<file path="src/rtl/pin_irq_pkg.sv">
// Shared types and address map for the pin interrupt detector.
// Assumes a word-addressed register port; mode codes are 5-bit values.
package pin_irq_pkg;

    localparam int MODE_W     = 5;
    localparam int ADDR_STAT  = 0;
    localparam int ADDR_RISE  = 1;
    localparam int ADDR_FALL  = 2;
    localparam int ADDR_MODE0 = 4;

    // Stored mode: level select, shared polarity/fall bit, rise enable.
    typedef struct packed {
        logic lvl;
        logic fall_hi;
        logic rise_en;
    } chan_mode_t;

    // Pick the three meaningful bits out of a written code.
    function automatic chan_mode_t decode_mode(input logic [MODE_W-1:0] code);
        chan_mode_t m;
        m.lvl     = code[4];
        m.fall_hi = code[1];
        m.rise_en = code[0];
        return m;
    endfunction

    // Rebuild the readable code from a stored mode.
    function automatic logic [MODE_W-1:0] encode_mode(input chan_mode_t m);
        return {m.lvl, 2'b00, m.fall_hi, m.rise_en};
    endfunction

endpackage

</file>
<file path="src/rtl/pin_irq_sync.sv">
// Brings NCH asynchronous pins into the clock domain through STAGES flops
// and keeps one more copy for edge detection. Assumes STAGES >= 2.
module pin_irq_sync #(
    parameter int NCH    = 8,
    parameter int STAGES = 2
) (
    input  logic           clk,
    input  logic           rst_n,
    input  logic [NCH-1:0] pin_in,
    output logic [NCH-1:0] sync_o,
    output logic [NCH-1:0] rise_o,
    output logic [NCH-1:0] fall_o
);

    logic [NCH-1:0] stage_q [STAGES];
    logic [NCH-1:0] prev_q;

    // Shift the pins through the synchroniser chain and remember the last value.
    always_ff @(posedge clk) begin
        if (!rst_n) begin
            for (int k = 0; k < STAGES; k++) stage_q[k] <= '0;
            prev_q <= '0;
        end else begin
            stage_q[0] <= pin_in;
            for (int k = 1; k < STAGES; k++) stage_q[k] <= stage_q[k-1];
            prev_q <= stage_q[STAGES-1];
        end
    end

    // Edge events come from the synchronised value against its earlier copy.
    always_comb begin
        sync_o = stage_q[STAGES-1];
        rise_o = stage_q[STAGES-1] & ~prev_q;
        fall_o = ~stage_q[STAGES-1] & prev_q;
    end

endmodule

</file>
<file path="src/rtl/pin_irq_chan.sv">
// One interrupt channel: mode register, rise/fall flags, edge request
// and the request output. Assumes edge inputs are single-cycle pulses.
module pin_irq_chan
    import pin_irq_pkg::*;
(
    input  logic       clk,
    input  logic       rst_n,
    input  logic       sync_lvl,
    input  logic       rise_evt,
    input  logic       fall_evt,
    input  logic       mode_we,
    input  chan_mode_t mode_wdata,
    input  logic       rise_clr,
    input  logic       fall_clr,
    input  logic       stat_clr,
    output chan_mode_t mode_o,
    output logic       rise_flag,
    output logic       fall_flag,
    output logic       req_o
);

    chan_mode_t mode_q;
    logic       edge_q;
    logic       edge_hit;

    // Hold the channel mode written by software.
    always_ff @(posedge clk) begin
        if (!rst_n)       mode_q <= '0;
        else if (mode_we) mode_q <= mode_wdata;
    end

    // Sticky edge flags; a new edge wins over a clear.
    always_ff @(posedge clk) begin
        if (!rst_n) begin
            rise_flag <= 1'b0;
            fall_flag <= 1'b0;
        end else begin
            if (rise_evt)      rise_flag <= 1'b1;
            else if (rise_clr) rise_flag <= 1'b0;
            if (fall_evt)      fall_flag <= 1'b1;
            else if (fall_clr) fall_flag <= 1'b0;
        end
    end

    // Decide whether this cycle's edge qualifies under the current mode.
    always_comb begin
        edge_hit = !mode_q.lvl &&
                   ((mode_q.rise_en && rise_evt) || (mode_q.fall_hi && fall_evt));
    end

    // Pending edge request: mode write drops it, a new edge beats a clear.
    always_ff @(posedge clk) begin
        if (!rst_n)        edge_q <= 1'b0;
        else if (mode_we)  edge_q <= 1'b0;
        else if (edge_hit) edge_q <= 1'b1;
        else if (stat_clr) edge_q <= 1'b0;
    end

    // Level channels follow the pin; edge channels show the pending request.
    always_comb begin
        req_o  = mode_q.lvl ? (sync_lvl == mode_q.fall_hi) : edge_q;
        mode_o = mode_q;
    end

endmodule

</file>
<file path="src/rtl/pin_irq_detect.sv">
// Top level: synchroniser, register decode, per-channel logic and read mux.
// Assumes NCH <= DW and that every mode address fits in AW bits.
module pin_irq_detect
    import pin_irq_pkg::*;
#(
    parameter int NCH    = 8,
    parameter int STAGES = 2,
    parameter int AW     = 4,
    parameter int DW     = 32
) (
    input  logic           clk,
    input  logic           rst_n,
    input  logic [NCH-1:0] pin_in,
    input  logic           bus_we,
    input  logic [AW-1:0]  bus_addr,
    input  logic [DW-1:0]  bus_wdata,
    output logic [DW-1:0]  bus_rdata,
    output logic [NCH-1:0] irq_o
);

    localparam logic [AW-1:0] A_STAT = AW'(ADDR_STAT);
    localparam logic [AW-1:0] A_RISE = AW'(ADDR_RISE);
    localparam logic [AW-1:0] A_FALL = AW'(ADDR_FALL);

    logic [NCH-1:0] sync_q, rise_evt, fall_evt;
    logic [NCH-1:0] rise_vec, fall_vec;
    logic [NCH-1:0] rise_clr, fall_clr, stat_clr, mode_we;
    logic [NCH-1:0] lvl_mode, en_a, en_b;
    chan_mode_t     mode_q [NCH];
    chan_mode_t     mode_wr;
    logic           unused_wdata_hi;

    pin_irq_sync #(.NCH(NCH), .STAGES(STAGES)) sync_i (
        .clk    (clk),
        .rst_n  (rst_n),
        .pin_in (pin_in),
        .sync_o (sync_q),
        .rise_o (rise_evt),
        .fall_o (fall_evt)
    );

    // Turn write strobes into per-channel clear masks.
    always_comb begin
        stat_clr = (bus_we && bus_addr == A_STAT) ? bus_wdata[NCH-1:0] : '0;
        rise_clr = (bus_we && bus_addr == A_RISE) ? bus_wdata[NCH-1:0] : '0;
        fall_clr = (bus_we && bus_addr == A_FALL) ? bus_wdata[NCH-1:0] : '0;
        mode_wr  = decode_mode(bus_wdata[MODE_W-1:0]);
        unused_wdata_hi = ^bus_wdata[DW-1:NCH];
    end

    for (genvar i = 0; i < NCH; i++) begin : g_chan
        localparam logic [AW-1:0] A_MODE = AW'(ADDR_MODE0 + i);

        assign mode_we[i]  = bus_we && (bus_addr == A_MODE);
        assign lvl_mode[i] = mode_q[i].lvl;
        assign en_a[i]     = mode_q[i].rise_en;
        assign en_b[i]     = mode_q[i].fall_hi;

        pin_irq_chan chan_i (
            .clk        (clk),
            .rst_n      (rst_n),
            .sync_lvl   (sync_q[i]),
            .rise_evt   (rise_evt[i]),
            .fall_evt   (fall_evt[i]),
            .mode_we    (mode_we[i]),
            .mode_wdata (mode_wr),
            .rise_clr   (rise_clr[i]),
            .fall_clr   (fall_clr[i]),
            .stat_clr   (stat_clr[i]),
            .mode_o     (mode_q[i]),
            .rise_flag  (rise_vec[i]),
            .fall_flag  (fall_vec[i]),
            .req_o      (irq_o[i])
        );
    end

    // Return the register selected by the address.
    always_comb begin
        bus_rdata = '0;
        case (bus_addr)
            A_STAT:  bus_rdata[NCH-1:0] = irq_o;
            A_RISE:  bus_rdata[NCH-1:0] = rise_vec;
            A_FALL:  bus_rdata[NCH-1:0] = fall_vec;
            default: begin
                for (int i = 0; i < NCH; i++)
                    if (bus_addr == AW'(ADDR_MODE0 + i))
                        bus_rdata[MODE_W-1:0] = encode_mode(mode_q[i]);
            end
        endcase
    end

endmodule

</file>
<file path="config.mk">
export PLATFORM = sky130hd
export DESIGN_NAME = pin_irq_detect
export DESIGN_NICKNAME = d
export VERILOG_FILES = /design/src/rtl/pin_irq_pkg.sv /design/src/rtl/pin_irq_sync.sv /design/src/rtl/pin_irq_chan.sv /design/src/rtl/pin_irq_detect.sv
export SDC_FILE = /design/constraint.sdc
export NUM_CORES = 1
export LEC_CHECK = 0
export BUFFER_PORTS_ARGS = -buffer_cell sky130_fd_sc_hd__buf_2
export CORE_UTILIZATION = 52
export DETAILED_ROUTE_END_ITERATION = 10
export PLACE_DENSITY = 0.85
export SYNTH_ARGS = -nofsm -noshare
export SYNTH_HDL_FRONTEND = slang
export SYNTH_SLANG_ARGS = --single-unit
</file>
<file path="constraint.sdc">
create_clock -name clk -period 2.3 [get_ports clk]
set_input_delay 0.23 -clock clk [delete_from_list [all_inputs] [get_ports clk]]
set_output_delay 0.23 -clock clk [all_outputs]
set_load 0.01 [all_outputs]
</file>
==> impl_metrics.json, run 1 <==
{
  "p_sw_share_pct": 25.2,
  "avgSynthCellArea_um2": 8.98,
  "reg2reg_to": "g_chan[6].chan_i.edge_q",
  "cts_buffers": 9,
  "track_usage_pct": 23.2,
  "finish.net_count": 481,
  "via_count": 2988,
  "power_frac_seq_pct": 51.8,
  "grt_max_degree": 47,
  "die_height_um": 86.3,
  "syn_inst": 411,
  "grt-ovfl-total": 0,
  "portBuffers": 38,
  "ant_nets": 0,
  "crit_path_end_kind": "output port",
  "detail_route.wl_per_cell_um": 15.3,
  "hold_path.class": "primary input to register",
  "hold_buffers": 0,
  "synth_cell_types": 50,
  "cp.arrival_ns": 1.82,
  "clkLatencyLatePin_ns": 0.35,
  "die_area_mm2": 0.00744,
  "fin_tns_setup_ns": 0,
  "power.density_mw_per_mm2": 628,
  "core_area_mm2": 0.00683,
  "post-route-drc-count": 0,
  "htreeDepth": 3,
  "hold_viol": 0,
  "r2r.worst_path.cells": 4,
  "slew_headroom_pct": 62.3,
  "switching_power_mw": 0.634,
  "ys_seq_area_share_pct": 39.0,
  "gp_congestion": 0.863,
  "cts_tree": "done",
  "hp-start": "pin_in[3]",
  "drtIter0Drc": 197,
  "layout_common_cells": "dfxtp_1, a21boi_0, buf_2",
  "final.setup_skew_ns": 0.00621,
  "finalCritPeriodShare_pct": 89.1,
  "r2r_start": "sync_i.stage_q[0][14]",
  "synth_ff_type": "dfxtp_1",
  "antenna_found_initial": 0,
  "rsz0062_at_grt": "false",
  "final_max_slew_viol_count": 0,
  "setup_viol": 0,
  "drv_cap": 0,
  "final_common_cell": "dfxtp_1",
  "status": "completed",
  "final_cells": 535,
  "start_util_pct": 54.0,
  "internal-power_mw": 1.88,
  "area_growth_syn_to_layout_pct": 8.27,
  "worstMarginPinSlew_ns": 0.561,
  "p_leak_nw": 1.67,
  "required_ns": 2.07,
  "routed_wl_mm": 8.20,
  "pwr-share-comb_pct": 9.7,
  "root_buffer": "clkbuf_8",
  "crit_path_start_kind": "register",
  "die_w_um": 86.3,
  "first_global_vias": 2726,
  "fmax_ghz": 0.488,
  "cts.repair.resized": 0,
  "async_flop_share_pct": 0,
  "clk_pin_slew_ns": 0.08,
  "reg2reg_setup_slack_ns": 1.19,
  "ys_seq_elements": 72,
  "whs_path_depth": 2,
  "drt-pass1-iter-count": 5,
  "clk_path_buf_depth": 2,
  "drive_gt1_share_pct": 18.5,
  "hpwl_mm": 5.67,
  "cts_sinks": 72,
  "io_pins": 87,
  "irDropWorstVdd_mv": 0.396,
  "clkPwrFrac_pct": 38.6,
  "yosysWarnings": 0,
  "dp.cells": 519,
  "crit_type": "register to output port",
  "synth_edf_count": 0,
  "cp_max_fo": 6,
  "hold-path-endpoint": "sync_i.stage_q[0][3]",
  "fin_crit_ns": 2.05,
  "grt_pass1_wl_mm": 13.2,
  "cts_setup_buffers": 0,
  "diodes": 0,
  "num_rows": 30,
  "detail_route.vias_per_cell": 5.59,
  "synth_area_mm2": 0.00369
}
power by group through the flow:
stage          clock (mW)  combinational [mW]  sequential [mW]
2_1_floorplan           0               0.204             1.32
3_3_place_gp            0               0.234             1.33
3_5_place_dp            0               0.240             1.33
4_1_cts             0.990               0.241             1.30
5_1_grt              1.04               0.265             1.30
6_report            0.969               0.243             1.30
through the flow:
step	hold WS (ns)	power, mW	instance area (µm²)	util, %	worst slack [ns]
2_1_floorplan	0.357	1.53	3780	-	0.692
3_3_place_gp	0.414	1.56	3810	55.8	0.334
3_5_place_dp	0.418	1.57	3810	55.8	0.306
4_1_cts	0.0701	2.53	4000	58.5	0.230
5_1_grt	0.0738	2.61	4000	58.5	0.101
6_report	0.0848	2.51	4000	58.5	0.251
kinds of logic after synthesis:
kind of cell / share of synthesized area (%)
mux: 6.61
buf+inv: 10.0
compound gates: 24.0
flops: 39.0
simple gates: 18.3
xor+xnor: 1.90
other cells: 0.102
synth_stat cells (4+ instances only):
master / count / area share [%]
dfxtp_1: 72 / 39
a21boi_0: 40 / 8.1
buf_4: 35 / 7.1
o21ai_0: 28 / 3.8
nand2_1: 27 / 2.7
and2_1: 24 / 4.1
nor2b_1: 24 / 4.1
clkbuf_1: 17 / 1.7
nor2_1: 16 / 1.6
o21a_1: 16 / 3.3
mux2i_1: 12 / 3.3
mux2_2: 9 / 2.7
a22oi_1: 8 / 1.6
xnor2_1: 8 / 1.9
a21oi_1: 6 / 0.81
nand3_1: 6 / 0.81
o221a_2: 5 / 1.5
buf_2: 4 / 0.54
nand2b_1: 4 / 0.68
nand3b_1: 4 / 0.81
registers in the layout (all words and copies together) (netlist names):
signal,flops
g_chan.chan_i.rise_flag,8
sync_i.stage_q,16
g_chan.chan_i.fall_flag,8
sync_i.prev_q,8
g_chan.chan_i.mode_o,24
g_chan.chan_i.edge_q,8
how the worst max path moves through the flow:
stage | cells after the start | to | from | slack (ns)
after global routing | 7 | bus_rdata[3] | bus_addr[0] | 0.10
after CTS | 5 | bus_rdata[4] | g_chan[0].chan_i.mode_o[2] | 0.23
after floorplan | 6 | bus_rdata[4] | bus_addr[1] | 0.69
after global placement | 7 | bus_rdata[2] | bus_addr[0] | 0.33
final | 5 | bus_rdata[4] | g_chan[0].chan_i.mode_o[2] | 0.25
after detailed placement | 7 | bus_rdata[6] | bus_addr[0] | 0.31
per-layer routing:
metal / global-route usage, % / vias to the layer above / part of all wire (%)
met4: 8.94 / 0 / 2.2
met3: 6.00 / 21 / 6.3
met5: 0 / - / 0
li1: - / 1428 / -
met1: 28.0 / 1410 / 42
met2: 39.8 / 129 / 49
critical path, stage by stage, from the launching register on:
cell and delay, ns:
dfxtp_1 0.43, mux2_2 0.21, nand3_1 0.09, a32o_1 0.29, a211oi_1 0.27, buf_2 0.18
final cells by class:
class                           instances  area (µm²)
Fill cell                             604        2830
Multi-Input combinational cell        302        1970
Sequential cell                        72        1440
Tap cell                               96         120
Clock inverter                          5        56.3
Clock buffer                           11         131
Timing Repair Buffer                   48         278
Inverter                                1        3.75
Note: power is estimated with default switching activity, not from simulation.
==> run 2, diff against run 1 <==
- BUFFER_PORTS_ARGS: -buffer_cell sky130_fd_sc_hd__buf_2 -> -buffer_cell sky130_fd_sc_hd__buf_4
- CTS_CLUSTER_DIAMETER: default -> 60
==> impl_metrics.json, run 2 (synthesis results as in run 1) <==
{
  "status": "completed",
  "hpwl_mm": 5.44,
  "reg2reg_setup_slack_ns": 1.22,
  "crit_family": "compound AO/OA/AOI/OAI gates",
  "reg2reg_to": "g_chan[5].chan_i.edge_q",
  "clkPwrFrac_pct": 39.3,
  "via_count": 2895,
  "area_growth_syn_to_layout_pct": 10.4,
  "antenna_found_initial": 0,
  "fmax_ghz": 0.499,
  "core_area_mm2": 0.00683,
  "clk_path_buf_depth": 2,
  "grt_pass1_wl_mm": 13.1,
  "cts_setup_buffers": 0,
  "hold_buffers": 0,
  "power_frac_seq_pct": 50.9,
  "p_leak_nw": 1.68,
  "crit_type": "register to output port",
  "die_height_um": 86.3,
  "clk_pin_slew_ns": 0.07,
  "power.density_mw_per_mm2": 627,
  "r2r.worst_path.cells": 4,
  "hold_path.class": "primary input to register",
  "required_ns": 2.07,
  "drive_gt1_share_pct": 18.1,
  "htreeDepth": 3,
  "ant_nets": 0,
  "clkLatencyLatePin_ns": 0.34,
  "grt_max_degree": 73,
  "crit_path_start_kind": "register",
  "dp.cells": 517,
  "start_util_pct": 54.0,
  "diodes": 0,
  "final.setup_skew_ns": 0.00469,
  "largest_reg_flops": 24,
  "hp-start": "pin_in[5]",
  "gp_congestion": 0.844,
  "crit_path_end_kind": "output port",
  "layout_common_cells": "dfxtp_1, buf_4, a21boi_0",
  "post-route-drc-count": 0,
  "drtIter0Drc": 305,
  "cp_max_fo": 6,
  "internal-power_mw": 1.94,
  "crit_buf_inv": 1,
  "track_usage_pct": 23.1,
  "cts_sinks": 72,
  "num_rows": 30,
  "cts.repair.resized": 0,
  "path_cells": "mux2_2 -> nand3_1 -> a32o_1 -> a211oi_1 -> buf_4",
  "hold_viol": 0,
  "finish.net_count": 479,
  "finalCritPeriodShare_pct": 87.2,
  "setup_viol": 0,
  "final_common_cell": "dfxtp_1",
  "root_buffer": "clkbuf_8",
  "final_cells": 533,
  "die_w_um": 86.3,
  "critPathMaxStageDelay_ns": 0.43,
  "switching_power_mw": 0.613,
  "drv_cap": 0,
  "pwr-share-comb_pct": 9.8,
  "first_global_vias": 2736,
  "critPathSlowestCell": "dfxtp_1",
  "grt-ovfl-total": 0,
  "io_pins": 87,
  "worstMarginPinSlew_ns": 0.587,
  "rsz0062_at_grt": "false",
  "r2r_start": "sync_i.prev_q[5]",
  "die_area_mm2": 0.00744,
  "detail_route.vias_per_cell": 5.43,
  "fin_tns_setup_ns": 0,
  "routed_wl_mm": 8.06,
  "detail_route.wl_per_cell_um": 15.1,
  "cts_tree": "done",
  "cts_buffers": 9,
  "portBuffers": 38,
  "cp.arrival_ns": 1.78,
  "hold-path-endpoint": "sync_i.stage_q[0][5]",
  "slew_headroom_pct": 60.9,
  "irDropWorstVdd_mv": 0.413,
  "drt-pass1-iter-count": 4,
  "whs_path_depth": 2,
  "p_sw_share_pct": 24.0,
  "fin_crit_ns": 2.01,
  "final_max_slew_viol_count": 0
}
==> run 2: changes by cell type in the layout (fill, tap and decap cells not counted), sizes merged <==
cell	previous run	this run
clkbuf	11	13
clkinvlp	1	0
inv	2	1
buf	48	46
==> run 2: per-stage QoR <==
step	util [%]	cell area, µm²	hold slack [ns]	setup slack [ns]	total power [mW]
after global placement	56.8	3880	0.415	0.396	1.57
final	59.7	4080	0.0863	0.294	2.56
after CTS	59.7	4080	0.0812	0.251	2.57
after global routing	59.7	4080	0.0779	0.204	2.65
after detailed placement	56.8	3880	0.422	0.418	1.58
after floorplan	-	3780	0.357	0.692	1.53
==> run 2: worst max path at each step <==
| stage | start | endpoint | slack, ns | cells after the start |
|---|---|---|---|---|
| after floorplan | bus_addr[1] | bus_rdata[4] | 0.69 | 6 |
| after global placement | bus_addr[1] | bus_rdata[6] | 0.40 | 8 |
| after detailed placement | bus_addr[1] | bus_rdata[3] | 0.42 | 8 |
| after CTS | g_chan[0].chan_i.mode_o[2] | bus_rdata[4] | 0.25 | 5 |
| after global routing | g_chan[0].chan_i.mode_o[2] | bus_rdata[4] | 0.20 | 5 |
| final | g_chan[0].chan_i.mode_o[2] | bus_rdata[4] | 0.29 | 5 |
==> run 2: routing by layer <==
layer	wire (µm)	share of wire, %	up-vias	track usage, %
li1	-	-	1418	-
met1	3400	42	1377	27.6
met2	3930	49	86	39.5
met3	533	6.6	14	6.38
met4	189	2.3	0	9.24
met5	0	0	-	0
==> run 2: power by group through the flow <==
stage / registers [mW] / clock network, mW / logic [mW]
after floorplan: 1.32 / 0 / 0.204
after global placement: 1.33 / 0 / 0.244
after detailed placement: 1.33 / 0 / 0.248
after CTS: 1.30 / 1.02 / 0.250
after global routing: 1.31 / 1.07 / 0.276
final: 1.30 / 1.00 / 0.252
==> run 2: cell type report <==
class	count	area [µm²]
Clock buffer	13	159
Clock inverter	3	40.0
Fill cell	593	2760
Inverter	1	3.75
Multi-Input combinational cell	302	1970
Sequential cell	72	1440
Tap cell	96	120
Timing Repair Buffer	46	345
==> run 3, diff against run 2 <==
- MAX_ROUTING_LAYER: default -> met4
==> impl_metrics.json, run 3 (synthesis results as in run 1) <==
{
  "r2r.worst_path.cells": 4,
  "area_growth_syn_to_layout_pct": 10.4,
  "hold_path.class": "primary input to register",
  "largest_reg_flops": 24,
  "routed_wl_mm": 8.00,
  "grt-ovfl-total": 0,
  "slew_headroom_pct": 60.2,
  "p_leak_nw": 1.68,
  "power_frac_seq_pct": 50.9,
  "die_height_um": 86.3,
  "detail_route.vias_per_cell": 5.46,
  "setup_viol": 0,
  "critPathSlowestCell": "dfxtp_1",
  "antenna_found_initial": 0,
  "irDropWorstVdd_mv": 0.413,
  "crit_path_start_kind": "register",
  "final_area_mm2": 0.00408,
  "core_area_mm2": 0.00683,
  "status": "completed",
  "internal-power_mw": 1.94,
  "crit_path_end_kind": "output port",
  "drive_gt1_share_pct": 18.1,
  "whs_path_depth": 2,
  "fin_tns_setup_ns": 0,
  "fmax_ghz": 0.498,
  "die_area_mm2": 0.00744,
  "drv_cap": 0,
  "detail_route.wl_per_cell_um": 15.0,
  "final_max_slew_viol_count": 0,
  "gp_congestion": 0.857,
  "cp_max_fo": 6,
  "diodes": 0,
  "worstMarginPinSlew_ns": 0.596,
  "fin_crit_ns": 2.01,
  "htreeDepth": 3,
  "clk_pin_slew_ns": 0.07,
  "hold_buffers": 0,
  "layout_common_cells": "dfxtp_1, buf_4, a21boi_0",
  "hold_viol": 0,
  "finish.net_count": 479,
  "grt_max_degree": 73,
  "ant_nets": 0,
  "first_global_vias": 2741,
  "cp.arrival_ns": 1.78,
  "clkLatencyLatePin_ns": 0.34,
  "post-route-drc-count": 0,
  "path_cells": "mux2_2 -> nand3_1 -> a32o_1 -> a211oi_1 -> buf_4",
  "start_util_pct": 54.0,
  "power.density_mw_per_mm2": 627,
  "crit_type": "register to output port",
  "portBuffers": 38,
  "final_common_cell": "dfxtp_1",
  "cts_sinks": 72,
  "switching_power_mw": 0.611,
  "grt_pass1_wl_mm": 13.1,
  "required_ns": 2.07,
  "critPathMaxStageDelay_ns": 0.43,
  "rsz0062_at_grt": "false",
  "finalCritPeriodShare_pct": 87.3,
  "via_count": 2908,
  "clkPwrFrac_pct": 39.3,
  "cts_tree": "done",
  "track_usage_pct": 23.9,
  "drtIter0Drc": 321,
  "dpl_cell_area_mm2": 0.00388,
  "power_mw": 2.56,
  "io_pins": 87,
  "clk_path_buf_depth": 2,
  "p_sw_share_pct": 23.9,
  "num_rows": 30,
  "cts_buffers": 9,
  "die_w_um": 86.3,
  "drt-pass1-iter-count": 5,
  "root_buffer": "clkbuf_8",
  "pwr-share-comb_pct": 9.8,
  "final.setup_skew_ns": 0.00439,
  "hpwl_mm": 5.44,
  "cts.repair.resized": 0,
  "cts_setup_buffers": 0
}
## run 3: power groups by stage
stage / Clock [mW] / Combinational (mW) / Sequential [mW]
floorplan: 0 / 0.204 / 1.32
global placement: 0 / 0.244 / 1.33
detailed placement: 0 / 0.248 / 1.33
CTS: 1.02 / 0.250 / 1.30
global route: 1.07 / 0.276 / 1.31
finish: 1.00 / 0.251 / 1.30
## run 3: routing by layer
layer / part of all wire [%] / global-route usage [%] / up-vias
li1: - / - / 1420
met1: 42 / 27.8 / 1376
met3: 7.4 / 6.29 / 10
met5: 0 / - / -
met2: 49 / 39.5 / 102
met4: 1.4 / 9.24 / 0
## run 3: worst paths after layout
check                             start                      end  slack [ns]
max          g_chan[0].chan_i.mode_o[2]             bus_rdata[4]        0.29
min                           pin_in[4]     sync_i.stage_q[0][4]        0.09
max reg2reg            sync_i.prev_q[5]  g_chan[5].chan_i.edge_q        1.22
min reg2reg        sync_i.stage_q[0][2]    sync_i.stage_q[0][10]        0.44
## run 3: area by class of cell
| type | count | area [µm²] |
|---|---|---|
| fillers | 593 | 2760 |
| multi-input cells | 302 | 1970 |
| flip-flops and latches | 72 | 1440 |
| repair buffers | 46 | 345 |
| clock buffers | 13 | 159 |
| well taps | 96 | 120 |
| clock inverters | 3 | 40.0 |
| inverters | 1 | 3.75 |
## run 3: metrics by stage
stage	hold slack [ns]	worst slack (ns)	cells	util, %
2_1_floorplan	0.357	0.692	434	-
3_3_place_gp	0.415	0.396	517	56.8
3_5_place_dp	0.422	0.418	517	56.8
4_1_cts	0.0812	0.251	533	59.7
5_1_grt	0.0755	0.201	533	59.7
6_report	0.0884	0.292	533	59.7
## run 3: worst max-delay path: cells and delay by family (launching register included)
kind	cells	cell delay, ns
AND/OR/NAND/NOR	1	0.08
multiplexers	1	0.21
AO/OA/AOI/OAI	2	0.55
flip-flops	1	0.43
buffers and inverters	1	0.17
